File: src/rtl/usb_hs_pkg.sv
package usb_hs_pkg;
    typedef enum logic [1:0] {
        TK_OUT   = 2'd0,
        TK_IN    = 2'd1,
        TK_SETUP = 2'd2,
        TK_RSVD  = 2'd3
    } tok_e;

    typedef enum logic [1:0] {
        HS_ACK   = 2'd0,
        HS_NAK   = 2'd1,
        HS_STALL = 2'd2,
        HS_DATA  = 2'd3
    } hs_e;

    typedef enum logic [1:0] {
        PH_IDLE   = 2'd0,
        PH_RXDATA = 2'd1,
        PH_TXACK  = 2'd2
    } phase_e;

    localparam logic [1:0] REG_ENDIR = 2'd0;
    localparam logic [1:0] REG_HALT  = 2'd1;
    localparam logic [1:0] REG_TOG   = 2'd2;
    localparam logic [1:0] REG_EP0   = 2'd3;
endpackage

File: src/rtl/usb_hs_toggle.sv
module usb_hs_toggle (
    input  logic clk,
    input  logic rst_n,
    input  logic clr,
    input  logic set_one,
    input  logic flip,
    output logic tog_q
);
    logic tog_d;

    // Clear beats set, set beats flip.
    always_comb begin
        tog_d = tog_q;
        if (clr)          tog_d = 1'b0;
        else if (set_one) tog_d = 1'b1;
        else if (flip)    tog_d = ~tog_q;
    end

    always_ff @(posedge clk or negedge rst_n) begin
        if (!rst_n) tog_q <= 1'b0;
        else        tog_q <= tog_d;
    end


    tog_clear_chk: assert property (@(posedge clk) disable iff (!rst_n)
        clr |=> !tog_q);
endmodule

File: src/rtl/usb_hs_resp.sv
module usb_hs_resp
    import usb_hs_pkg::*;
(
    input  logic is_in,
    input  logic halted,
    input  logic ready,
    output hs_e  code
);
    always_comb begin
        if (halted)     code = HS_STALL;
        else if (!ready) code = HS_NAK;
        else if (is_in)  code = HS_DATA;
        else             code = HS_ACK;
    end
endmodule

File: src/rtl/usb_ep_handshake.sv
module usb_ep_handshake
    import usb_hs_pkg::*;
#(
    parameter int N_EP    = 4,
    parameter int TOK_EPW = 4
) (
    input  logic               clk,
    input  logic               rst_n,
    input  logic               tok_valid,
    input  logic [1:0]         tok_kind,
    input  logic [TOK_EPW-1:0] tok_ep,
    input  logic               data_valid,
    input  logic               data_pid,
    input  logic               data_crc_ok,
    input  logic               host_ack,
    input  logic [N_EP-1:0]    tx_ready,
    input  logic [N_EP-2:0]    rx_ready,
    input  logic               reg_wr,
    input  logic [1:0]         reg_addr,
    input  logic [7:0]         reg_wdata,
    output logic [7:0]         reg_rdata,
    output logic               hs_valid,
    output logic [1:0]         hs_code,
    output logic               hs_pid
);
    localparam int NX  = N_EP - 1;
    localparam int EPW = (N_EP > 1) ? $clog2(N_EP) : 1;
    localparam logic [7:0] USED_MASK = 8'((1 << NX) - 1) | 8'(((1 << NX) - 1) << 4);

    typedef struct packed {
        phase_e          phase;
        logic [EPW-1:0]  ep;
        logic            setup;
        logic            hs_valid;
        hs_e             hs_code;
        logic            hs_pid;
        logic [NX-1:0]   en;
        logic [NX-1:0]   dir_in;
        logic [NX-1:0]   halt;
        logic            ep0_lock;
        logic            ep0_saw_setup;
        logic            ep0_saw_out;
        logic            ep0_last_pid;
        logic            ep0_out_halt;
        logic            ep0_in_halt;
    } st_t;

    st_t q, d;

    tok_e           tk;
    logic           tok_in_range;
    logic [EPW-1:0] tok_idx;
    logic           tok_ok;
    logic           sel_in;
    logic [EPW-1:0] sel_ep;
    logic           sel_halt;
    logic           sel_ready;
    hs_e            resp_code;
    logic [N_EP-1:0] tog, tog_clr, tog_set, tog_flip;
    logic           unused_wbits;

    assign tk           = tok_e'(tok_kind);
    assign tok_in_range = int'(tok_ep) < N_EP;
    assign tok_idx      = tok_ep[EPW-1:0];
    assign unused_wbits = ^(reg_wdata & ~USED_MASK);

    // Token admission: endpoint present, enabled and facing the right way.
    always_comb begin
        tok_ok = 1'b0;
        if (tok_in_range && tk != TK_RSVD) begin
            if (tok_idx == '0) begin
                tok_ok = 1'b1;
            end else if (tk != TK_SETUP) begin
                tok_ok = q.en[tok_idx - 1'b1] &&
                         (q.dir_in[tok_idx - 1'b1] == (tk == TK_IN));
            end
        end
    end

    // Context for the shared response evaluator.
    always_comb begin
        sel_in = tok_valid && (tk == TK_IN);
        sel_ep = tok_valid ? tok_idx : q.ep;
        if (sel_ep == '0) begin
            sel_halt  = sel_in ? q.ep0_in_halt : q.ep0_out_halt;
            sel_ready = sel_in ? tx_ready[0] : !q.ep0_lock;
        end else begin
            sel_halt  = q.halt[sel_ep - 1'b1];
            sel_ready = sel_in ? tx_ready[sel_ep] : rx_ready[sel_ep - 1'b1];
        end
    end

    usb_hs_resp u_resp (
        .is_in  (sel_in),
        .halted (sel_halt),
        .ready  (sel_ready),
        .code   (resp_code)
    );

    for (genvar g = 0; g < N_EP; g++) begin : g_tog
        usb_hs_toggle u_tog (
            .clk     (clk),
            .rst_n   (rst_n),
            .clr     (tog_clr[g]),
            .set_one (tog_set[g]),
            .flip    (tog_flip[g]),
            .tog_q   (tog[g])
        );
    end

    always_comb begin
        d          = q;
        d.hs_valid = 1'b0;
        tog_clr    = '0;
        tog_set    = '0;
        tog_flip   = '0;

        if (reg_wr) begin
            case (reg_addr)
                REG_ENDIR: begin
                    d.en     = reg_wdata[NX-1:0];
                    d.dir_in = reg_wdata[4 +: NX];
                end
                REG_HALT: begin
                    d.halt           = reg_wdata[NX-1:0];
                    tog_clr[N_EP-1:1] = reg_wdata[4 +: NX];
                end
                REG_EP0: begin
                    d.ep0_lock     = reg_wdata[0];
                    d.ep0_out_halt = reg_wdata[4];
                    d.ep0_in_halt  = reg_wdata[5];
                end
                default: ;
            endcase
        end

        if (tok_valid) begin
            d.phase = PH_IDLE;
            d.ep    = tok_idx;
            d.setup = (tk == TK_SETUP);
            if (tok_ok) begin
                if (tk == TK_IN) begin
                    d.hs_valid = 1'b1;
                    d.hs_code  = resp_code;
                    d.hs_pid   = tog[tok_idx];
                    if (resp_code == HS_DATA) d.phase = PH_TXACK;
                end else begin
                    d.phase = PH_RXDATA;
                end
            end
        end else if (q.phase == PH_RXDATA && data_valid) begin
            d.phase = PH_IDLE;
            if (data_crc_ok) begin
                d.hs_valid = 1'b1;
                if (q.setup) begin
                    d.hs_code       = HS_ACK;
                    d.ep0_lock      = 1'b1;
                    d.ep0_saw_setup = 1'b1;
                    d.ep0_saw_out   = 1'b0;
                    d.ep0_last_pid  = data_pid;
                    d.ep0_out_halt  = 1'b0;
                    d.ep0_in_halt   = 1'b0;
                    tog_set[0]      = 1'b1;
                end else begin
                    d.hs_code = resp_code;
                    if (resp_code == HS_ACK && data_pid == tog[q.ep]) begin
                        tog_flip[q.ep] = 1'b1;
                        if (q.ep == '0) begin
                            d.ep0_lock      = 1'b1;
                            d.ep0_saw_setup = 1'b0;
                            d.ep0_saw_out   = 1'b1;
                            d.ep0_last_pid  = data_pid;
                        end
                    end
                end
            end
        end else if (q.phase == PH_TXACK && host_ack) begin
            d.phase        = PH_IDLE;
            tog_flip[q.ep] = 1'b1;
        end
    end

    always_ff @(posedge clk or negedge rst_n) begin
        if (!rst_n) q <= '0;
        else        q <= d;
    end

    always_comb begin
        reg_rdata = '0;
        case (reg_addr)
            REG_ENDIR: begin
                reg_rdata[NX-1:0]  = q.en;
                reg_rdata[4 +: NX] = q.dir_in;
            end
            REG_HALT: reg_rdata[NX-1:0] = q.halt;
            REG_TOG: begin
                reg_rdata[NX-1:0] = tog[N_EP-1:1];
                reg_rdata[7]      = tog[0];
            end
            default: reg_rdata = {2'b00, q.ep0_in_halt, q.ep0_out_halt, q.ep0_last_pid,
                                  q.ep0_saw_out, q.ep0_saw_setup, q.ep0_lock};
        endcase
    end

    assign hs_valid = q.hs_valid;
    assign hs_code  = q.hs_code;
    assign hs_pid   = q.hs_pid;


    data_waits_ack_chk: assert property (@(posedge clk) disable iff (!rst_n)
        (hs_valid && hs_code == HS_DATA) |-> q.phase == PH_TXACK);


    setup_always_ack_chk: assert property (@(posedge clk) disable iff (!rst_n)
        (q.phase == PH_RXDATA && q.setup && data_valid && data_crc_ok && !tok_valid)
        |=> (hs_valid && hs_code == HS_ACK && tog[0] && !q.ep0_out_halt && !q.ep0_in_halt));


    bad_crc_silent_chk: assert property (@(posedge clk) disable iff (!rst_n)
        (q.phase == PH_RXDATA && data_valid && !data_crc_ok && !tok_valid)
        |=> (!hs_valid && $stable(tog)));


    lock_source_chk: assert property (@(posedge clk) disable iff (!rst_n)
        $rose(q.ep0_lock) |-> ((hs_valid && hs_code == HS_ACK) ||
                               $past(reg_wr && reg_addr == REG_EP0)));


    bad_ep_silent_chk: assert property (@(posedge clk) disable iff (!rst_n)
        (tok_valid && (!tok_in_range || (tk == TK_SETUP && tok_ep != '0)))
        |=> (!hs_valid && q.phase == PH_IDLE));
endmodule

File: config.mk
export PLATFORM = sky130hd
export DESIGN_NAME = usb_ep_handshake
export DESIGN_NICKNAME = d
export VERILOG_FILES = /design/src/rtl/usb_hs_pkg.sv /design/src/rtl/usb_hs_toggle.sv /design/src/rtl/usb_hs_resp.sv /design/src/rtl/usb_ep_handshake.sv
export SDC_FILE = /design/constraint.sdc
export NUM_CORES = 1
export LEC_CHECK = 0
export BUFFER_PORTS_ARGS = -buffer_cell sky130_fd_sc_hd__buf_2
export CORE_MARGIN = 4
export CORE_UTILIZATION = 50
export CTS_CLUSTER_DIAMETER = 150
export DETAILED_ROUTE_END_ITERATION = 10
export GPL_TIMING_DRIVEN = 0
export PLACE_DENSITY = 0.73
export SETUP_SLACK_MARGIN = 0.4
export SLEW_MARGIN = 20
export SYNTH_ARGS = -nofsm -noshare
export SYNTH_HDL_FRONTEND = slang
export SYNTH_SLANG_ARGS = --single-unit
File: constraint.sdc
create_clock -name clk -period 3.45 [get_ports clk]
set_clock_uncertainty 0.2 [all_clocks]
set_input_delay 0.69 -clock clk [delete_from_list [all_inputs] [get_ports clk]]
set_output_delay 0.69 -clock clk [all_outputs]
set_load 0.005 [all_outputs]
==> results of run 1 <==
kinds of logic (layout without fill, tap and decap cells):
logic type	count (synthesis)	after routing	share of synthesized area [%]
and+or+nand+nor	43	43	13.3
muxes	34	34	26.1
AOI/OAI and AO/OA	30	30	13.1
DFF	28	28	40.3
buffers and inverters	16	56	4.38
adders and majority gates	2	2	1.44
xor gates and xnor gates	2	2	1.44
placed cells by master (no fill, tap or decap), drive strengths merged, types with 2 or more instances in the layout:
cell / netlist / layout
and2: 4 / 4
and3: 2 / 2
inv: 9 / 9
nor2: 9 / 9
nand2: 11 / 11
a21boi: 4 / 4
o31ai: 2 / 2
nor2b: 3 / 3
ha: 2 / 2
a22o: 2 / 2
clkbuf: 3 / 6
and2b: 2 / 2
xnor2: 2 / 2
mux4: 5 / 5
o2bb2ai: 4 / 4
buf: 4 / 41
nand3: 4 / 4
o21ai: 3 / 3
nand3b: 3 / 3
a21oi: 8 / 8
mux2: 15 / 15
dfrtp: 28 / 28
mux2i: 14 / 14
worst paths after layout:
| check | from | slack (ns) | end |
|---|---|---|---|
| worst max-delay path | tok_valid | 0.58 | q[2] |
| worst min-delay path | rst_n | 0.15 | hs_pid |
| worst max register to register | q[20] | 0.62 | q[2] |
| worst min register to register | hs_code[0] | 0.32 | hs_code[0] |
| max in group asynchronous | rst_n | 2.48 | q[19] |
| min in group clk | hs_code[0] | 0.32 | hs_code[0] |
cell type report:
| cell class | instances | area (µm²) | share of cell area [%] |
|---|---|---|---|
| multi-input combinational | 111 | 967 | 48.1 |
| clock buffer | 3 | 22.5 | 1.12 |
| tap | 46 | 57.6 | 2.86 |
| sequential | 28 | 701 | 34.9 |
| timing repair buffer | 37 | 185 | 9.22 |
| inverter | 9 | 33.8 | 1.68 |
| buffer | 7 | 42.5 | 2.12 |
routing by layer:
metal	track usage (%)	up-vias	wire length [µm]
met2	32.9	37	1970
met4	6.84	0	69
li1	-	642	-
met3	3.54	6	237
met5	0	-	0
met1	24.5	655	1630
through the flow:
stage	area [µm²]	utilization (%)	cells
2_1_floorplan	1740	-	155
3_3_place_gp	1980	59.4	238
3_5_place_dp	1980	59.4	238
4_1_cts	2010	60.1	241
5_1_grt	2010	60.2	241
6_report	2010	60.2	241
registers in the layout, summed over array words and instances, names as in the netlist:
name               count
g_tog.u_tog.tog_q      4
hs_code                2
hs_pid                 1
hs_valid               1
q                     20
critical path, cell delays in order:
cell      delay (ns)
buf_6           0.12
mux2i_4         0.36
ha_1            0.35
mux2i_1         0.17
nor2_1          0.06
o311ai_2        0.44
nor3_1          0.16
o21ai_0         0.20
mux2_2          0.35
power breakdown:
group          switching, µW  internal, µW
sequential              38.3           368
clock                   94.3          41.0
combinational           98.8           124
synth_stat cells, drive strengths merged:
cell | n | area, µm²
a21boi | 4 | 30.0
and2 | 4 | 25.0
o21a | 1 | 7.51
a31oi | 1 | 6.26
nor2 | 9 | 33.8
dfrtp | 28 | 701
nor2b | 3 | 18.8
and4b | 1 | 10.0
mux2 | 15 | 176
xnor2 | 2 | 25.0
o2bb2ai | 4 | 35.0
inv | 9 | 33.8
o21ai | 3 | 15.0
o32ai | 1 | 8.76
nand3b | 3 | 22.5
a22o | 2 | 17.5
o21bai | 1 | 7.51
clkbuf | 3 | 11.3
nor3b | 1 | 7.51
ha | 2 | 25.0
nand2 | 11 | 41.3
nand3 | 4 | 25.0
nand2b | 1 | 6.26
buf | 4 | 31.3
o311ai | 1 | 16.3
mux2i | 14 | 165
and2b | 2 | 15.0
and3 | 2 | 12.5
a21oi | 8 | 40.0
mux4 | 5 | 113
nor3 | 1 | 5.00
o22ai | 1 | 6.26
o31ai | 2 | 28.8
and3b | 1 | 8.76
a221oi | 1 | 8.76
==> results.py, run 1 <==
metrics = {
    "run_status": {
        "status": "finished clean",
    },
    "floorplan": {
        "coreArea_mm2": 0.00334,
        "pin_count": 43,
        "initial_core_util_pct": 52.2,
        "die_w_um": 67,
        "fp.dieH_um": 67,
        "fp.dieArea_mm2": 0.00449,
        "placementRows": 21,
    },
    "routing": {
        "drt_drc_violations_left": 0,
        "wirelength_um": 3920,
        "num_vias": 1340,
        "drt_iter0_drc": 64,
        "detail-route-antenna-nets": 0,
        "wl_per_cell_um": 16.2,
        "vias_per_cell": 5.56,
        "dr.pass1.iters": 4,
    },
    "yosys": {
        "synth_area_mm2": 0.00174,
        "ys_ff_latch": 28,
        "syn_avg_cell_area_um2": 11.2,
        "syn-instance-count": 155,
        "yosys_warnings": 0,
        "synth_cell_types": 43,
        "yosysSeqAreaShare_pct": 40.3,
        "syn_nets": 188,
    },
    "setup_path": {
        "worstPathRequired_ns": 3.48,
        "reg2reg_depth": 8,
        "cp-end-kind": "flop",
        "worst-path-max-fanout": 9,
        "worstSetupPathType": "in -> reg",
        "critPathArrivalTime_ns": 2.89,
        "startpoint_type": "primary input",
    },
    "timing": {
        "period_needed_ns": 2.87,
        "setup-tns-final_ns": 0,
        "finalSetupViolCount": 0,
        "report.final.slew_viol_count": 0,
        "rsz0062_at_grt": "false",
        "worst_slew_pin_slew_ns": 0.640,
        "fin_crit_sh_pct": 83.2,
        "fin_ws_ns": 0.581,
        "whs_ns": 0.153,
        "max_freq_mhz": 349,
        "maxSlewHeadroom_pct": 57.2,
        "hold_viol_final": 0,
    },
    "min_path": {
        "hold_path.class": "in -> async",
    },
    "clock_network": {
        "cts_setup_buffers": 0,
        "htreeDepth": 1,
        "numCtsBuffers": 3,
        "clk_pin_slew_worst_paths_ns": 0.15,
        "ctsResizeCount": 0,
        "clockBufferDepth": 2,
        "root_buffer": "clkbuf_4",
        "cts.sink_count": 28,
        "tritoncts": "done",
        "clock_latency_ns": 0.32,
        "holdBufCountCts": 0,
    },
    "cells_and_area": {
        "nets": 230,
        "area_growth_pct": 15.5,
        "antennaDiodeCount": 0,
        "nFillCells": 299,
        "drive_gt1_share_pct": 35.4,
    },
    "placement": {
        "routabilityCongestion": 0.840,
        "place_worst_setup_slack_ns": 0.188,
        "dp_hpwl_um": 3130,
        "port_buffers": 37,
    },
    "grt": {
        "antenna_found_initial": 0,
        "grt_pass1_vias": 1372,
        "grt-ovfl-total": 0,
        "track_usage_pct": 19.4,
        "grt_first_pass_wirelength_um": 6490,
        "grt_max_degree": 29,
    },
    "power": {
        "total_power_uw": 764,
        "p_leak_uw": 0.000978,
        "vdd_ir_drop_max_mv": 0.226,
        "cellPowerDensity_mw_per_mm2": 380,
    },
    "flow_run": {
        "cap_violations": 0,
    },
}
Note: power is estimated with default switching activity, not from simulation.
==> run 2: changes to the inputs <==
- clock period: 3.45 -> 2.8 ns (I/O delays scaled with it)
==> results.py, run 2 (same netlist as run 1, synthesis figures left out) <==
metrics = {
    "run_status": {
        "status": "finished clean",
    },
    "clock_network": {
        "holdBufCountCts": 0,
        "htreeDepth": 1,
        "root_buffer": "clkbuf_4",
        "clk_pin_slew_worst_paths_ns": 0.16,
        "cts.sink_count": 28,
        "numCtsBuffers": 3,
        "clock_latency_ns": 0.34,
        "tritoncts": "done",
        "clockBufferDepth": 2,
    },
    "routing": {
        "num_vias": 1389,
        "dr.pass1.iters": 6,
        "drt_iter0_drc": 70,
        "drt_drc_violations_left": 0,
        "wirelength_um": 4280,
        "detail-route-antenna-nets": 0,
        "wl_per_cell_um": 17.1,
        "vias_per_cell": 5.53,
    },
    "grt": {
        "grt_first_pass_wirelength_um": 7020,
        "grt_max_degree": 29,
        "track_usage_pct": 21.2,
        "grt-ovfl-total": 0,
        "antenna_found_initial": 0,
        "grt_pass1_vias": 1481,
    },
    "power": {
        "total_power_uw": 1100,
        "p_leak_uw": 0.00105,
        "cellPowerDensity_mw_per_mm2": 503,
        "vdd_ir_drop_max_mv": 0.279,
    },
    "setup_path": {
        "path_buf_inv": 0,
        "critical-path-top-delay-family": "multiplexers",
        "r2r-start": "q[21]",
        "reg2reg_depth": 8,
        "reg2reg_setup_slack_ns": 0.32,
        "worst-path-max-fanout": 4,
        "worstPathRequired_ns": 2.84,
        "max_stage_delay_ns": 0.46,
        "worstSetupPathType": "reg -> reg",
        "path_cells": "mux2i_4 > ha_4 > mux2i_1 > nor2_2 > o311ai_4 > o31ai_4 > nand3b_1 > mux2_4",
        "critPathArrivalTime_ns": 2.53,
        "crit_slowest_cell": "dfrtp_2",
        "startpoint_type": "flop",
        "r2r_end": "g_tog[2].u_tog.tog_q",
        "cp-end-kind": "flop",
    },
    "timing": {
        "period_needed_ns": 2.48,
        "finalSetupViolCount": 0,
        "setup-tns-final_ns": 0,
        "maxSlewHeadroom_pct": 57.6,
        "worst_slew_pin_slew_ns": 0.637,
        "rsz0062_at_grt": "true",
        "report.final.slew_viol_count": 0,
        "fin_ws_ns": 0.316,
        "whs_ns": 0.0147,
        "hold_viol_final": 0,
        "max_freq_mhz": 403,
        "fin_crit_sh_pct": 88.7,
    },
    "floorplan": {
        "initial_core_util_pct": 52.2,
        "placementRows": 21,
        "pin_count": 43,
        "fp.dieArea_mm2": 0.00449,
        "die_w_um": 67,
        "fp.dieH_um": 67,
        "coreArea_mm2": 0.00334,
    },
    "cells_and_area": {
        "antennaDiodeCount": 0,
        "final_util_pct": 65.3,
        "regMostFlops": "q",
        "final_cell_mix": "buf_2, dfrtp_1",
        "largest_reg_flops": 20,
        "drive_gt1_share_pct": 43.4,
        "area_growth_pct": 25.2,
        "final_common_cell": "buf_2",
        "nets": 239,
    },
    "min_path": {
        "hold_path.class": "in -> async",
    },
    "flow_run": {
        "cap_violations": 0,
    },
    "placement": {
        "routabilityCongestion": 0.781,
        "dp_hpwl_um": 3230,
        "place_worst_setup_slack_ns": -0.147,
        "port_buffers": 37,
    },
}
run 2: changes by cell type in the layout (fill, tap and decap cells not counted), sizes merged:
cell / delta
buf: +9
bufinv: +1
run 2: per-layer routing:
layer | part of all wire (%) | global-route usage [%]
met3 | 4.6 | 3.37
met5 | 0 | 0
met2 | 54 | 38.7
met1 | 40 | 25.4
met4 | 1.5 | 6.08
run 2: cell type report:
class | instances | area (µm²)
plain buffers | 7 | 52.6
clock buffers | 3 | 22.5
clock inverters | 1 | 30.0
fillers | 283 | 1160
inverters | 9 | 33.8
multi-input cells | 111 | 1030
flip-flops and latches | 28 | 703
well taps | 46 | 57.6
repair buffers | 46 | 253
run 2: metrics by stage:
step / cell area (µm²) / instances
detailed placement: 2020 / 238
finish: 2180 / 251
CTS: 2150 / 249
floorplan: 1780 / 155
global placement: 2020 / 238
global route: 2180 / 251
run 2: where the power goes:
part / total (µW) / internal (µW) / switching, µW / leakage, µW
sequential: 502 / 454 / 47.2 / 0.000351
clock: 271 / 145 / 126 / 0.0000279
combinational: 323 / 182 / 141 / 0.000671
total: 1100 / 781 / 314 / 0.00105
run 2: worst reg2reg max path: stages (launching register included):
cell	delay, ns
dfrtp_2	0.46
mux2i_4	0.21
ha_4	0.26
mux2i_1	0.13
nor2_2	0.15
o311ai_4	0.12
o31ai_4	0.37
nand3b_1	0.17
mux2_4	0.33
run 2: repair_timing:
item,4_1_cts,5_1_grt
gates resized for setup,5,5
setup buffers,7,2
hold endpoints to repair,0,0
pin swaps,4,4
setup endpoints to repair,8,11
run 2: how the worst max path moves through the flow:
stage,cells after the start,slack [ns],from,endpoint
final,8,0.32,q[21],g_tog[2].u_tog.tog_q
after global routing,8,0.23,q[20],g_tog[2].u_tog.tog_q
after CTS,8,0.29,q[20],g_tog[2].u_tog.tog_q
after detailed placement,9,-0.15,tok_valid,q[2]
after global placement,9,-0.08,tok_valid,q[2]
after floorplan,9,0.08,tok_valid,q[2]
==> run 3: changes to the inputs <==
- ABC_AREA: default -> 1
- CORE_MARGIN: 4 -> 8
- PLACE_DENSITY: 0.73 -> 0.72
==> results.py, run 3 <==
metrics = {
    "routing": {
        "drt_iter0_drc": 100,
        "drt_drc_violations_left": 0,
        "num_vias": 1906,
        "dr.pass1.iters": 4,
        "wirelength_um": 5000,
        "vias_per_cell": 5.28,
        "wl_per_cell_um": 13.8,
        "detail-route-antenna-nets": 0,
    },
    "placement": {
        "dp_hpwl_um": 3900,
        "port_buffers": 38,
        "dpl.cell_count": 348,
        "routabilityCongestion": 0.908,
    },
    "cells_and_area": {
        "largest_reg_flops": 20,
        "drive_gt1_share_pct": 28.4,
        "nFillCells": 355,
        "final_util_pct": 64.2,
        "regMostFlops": "q",
        "antennaDiodeCount": 0,
        "final_common_cell": "nand2_1",
        "area_growth_pct": 24.0,
        "nets": 347,
        "final-instance-count-excl-fill": 361,
        "multi_input_area_mm2": 0.00102,
        "final-seq-area_um2": 701,
        "final_cell_mix": "nand2_1, inv_1, buf_2",
    },
    "grt": {
        "grt-ovfl-total": 0,
        "grt_first_pass_wirelength_um": 8660,
        "grt_pass1_vias": 1894,
        "track_usage_pct": 17.4,
        "grt_max_degree": 29,
        "antenna_found_initial": 0,
    },
    "setup_path": {
        "worstSetupPathType": "reg -> reg",
        "worst-path-max-fanout": 5,
        "critPathArrivalTime_ns": 2.32,
        "cpMostUsedCell": "nand2_2",
        "worstPathRequired_ns": 2.77,
        "path_cells": "inv_2 > o21ai_4 > inv_2 > ha_4 > nand2_2 > inv_2 > nor2_1 > nand2_2 > nand3_2 > nand2_1 > inv_1 > nand2_2 > nand3_4 > nor2_4 > nand3_4 > nand2_2 > o21ai_0",
        "crit_slowest_cell": "dfrtp_1",
        "cp-end-kind": "flop",
        "max_stage_delay_ns": 0.39,
        "startpoint_type": "flop",
    },
    "timing": {
        "whs_ns": 0.0961,
        "fin_crit_sh_pct": 84.1,
        "setup-tns-final_ns": 0,
        "period_needed_ns": 2.36,
        "hold_viol_final": 0,
        "worst_slew_pin_slew_ns": 0.665,
        "finalSetupViolCount": 0,
        "maxSlewHeadroom_pct": 55.7,
        "max_freq_mhz": 424,
        "report.final.slew_viol_count": 0,
        "rsz0062_at_grt": "true",
    },
    "clock_network": {
        "clock_latency_ns": 0.28,
        "clockBufferDepth": 2,
        "htreeDepth": 1,
        "cts.sink_count": 28,
        "tritoncts": "done",
        "root_buffer": "clkbuf_8",
        "clk_pin_slew_worst_paths_ns": 0.10,
        "numCtsBuffers": 3,
        "holdBufCountCts": 0,
    },
    "floorplan": {
        "die_w_um": 77.3,
        "placementRows": 22,
        "coreArea_mm2": 0.00363,
        "fp.dieH_um": 77.3,
        "pin_count": 43,
        "fp.dieArea_mm2": 0.00598,
        "initial_core_util_pct": 51.7,
    },
    "yosys": {
        "synth_commonest_cells": "nand2_1, inv_1, nand3_1, dfrtp_1, o21ai_0",
        "yosys_warnings": 0,
        "synth_area_mm2": 0.00188,
        "syn_nets": 295,
        "yosysSeqAreaShare_pct": 37.3,
        "synth_area_leader_cell": "dfrtp_1",
        "yosysMostFrequentCell": "nand2_1",
        "ys_ff_latch": 28,
        "synth_flop_cell": "dfrtp_1",
        "synth_edf_count": 0,
        "synth.area.top_cells": "dfrtp_1, nand2_1, inv_1, nand3_1, o21ai_0",
        "syn_avg_cell_area_um2": 7.17,
        "syn-instance-count": 262,
        "synth_cell_types": 31,
        "synth-async-reset-ratio_pct": 100,
        "synth_top_area_share_pct": 37.3,
    },
    "power": {
        "cellPowerDensity_mw_per_mm2": 467,
        "total_power_uw": 1090,
        "vdd_ir_drop_max_mv": 0.262,
        "p_leak_uw": 0.00124,
    },
    "run_status": {
        "status": "finished clean",
    },
    "flow_run": {
        "cap_violations": 0,
    },
    "min_path": {
        "hold_path.class": "in -> async",
    },
}
[run 3: per-stage QoR]
stage | instance area (µm²) | setup slack [ns]
global placement | 2150 | 0.172
global route | 2330 | 0.296
finish | 2330 | 0.444
detailed placement | 2150 | 0.140
floorplan | 1900 | 0.402
CTS | 2210 | 0.430
[run 3: logic make-up after synthesis]
family	synth area share, %
xor gates and xnor gates	0.466
adders and majority gates	1.33
DFF	37.3
AOI/OAI and AO/OA	12.9
buffers and inverters	12.0
and+or+nand+nor	36.0
[run 3: repair_timing]
action / 4_1_cts / 5_1_grt
setup buffers: 1 / 8
cloned: 0 / 0
resized for setup: 0 / 17
setup endpoints to repair: 3 / 8
pin swaps: 0 / 11
[run 3: area by class of cell]
cell class                 instances  area share [%]
sequential                        28            30.1
clock buffer                       4            2.36
timing repair buffer              47            11.2
inverter                          45            7.57
multi-input combinational        183            43.8
buffer                             6            2.42
tap                               48            2.58
[run 3: layer usage]
metal  track usage (%)  vias to the layer above  part of all wire, %
li1                  -                      961                    -
met1              20.7                      888                   42
met2              30.1                       48                   51
met3              3.73                        9                  4.6
met4              6.04                        0                  1.6
met5                 0                        -                    0
[run 3: worst paths after layout]
check	startpoint	endpoint	slack (ns)	depth (start not counted)
worst min-delay path	rst_n	q[22]	0.1	1
worst max register to register	q[21]	q[2]	0.44	17
worst min register to register	q[4]	q[4]	0.29	2
min in group clk	q[4]	q[4]	0.29	2
max in group asynchronous	rst_n	q[9]	1.87	1
worst max-delay path	q[21]	q[2]	0.44	17
[run 3: worst max-delay path, delay by kind of cell, from the launching register on]
kind / cells / cell delay, ns
AOI/OAI and AO/OA: 2 / 0.26
DFF: 1 / 0.39
buffers and inverters: 4 / 0.23
and+or+nand+nor: 10 / 0.88
adders and majority gates: 1 / 0.29
[run 3: power by group]
group          internal (µW)  switching [µW]
registers                454            36.0
logic                    147             192
clock network            126             132
total                    728             361
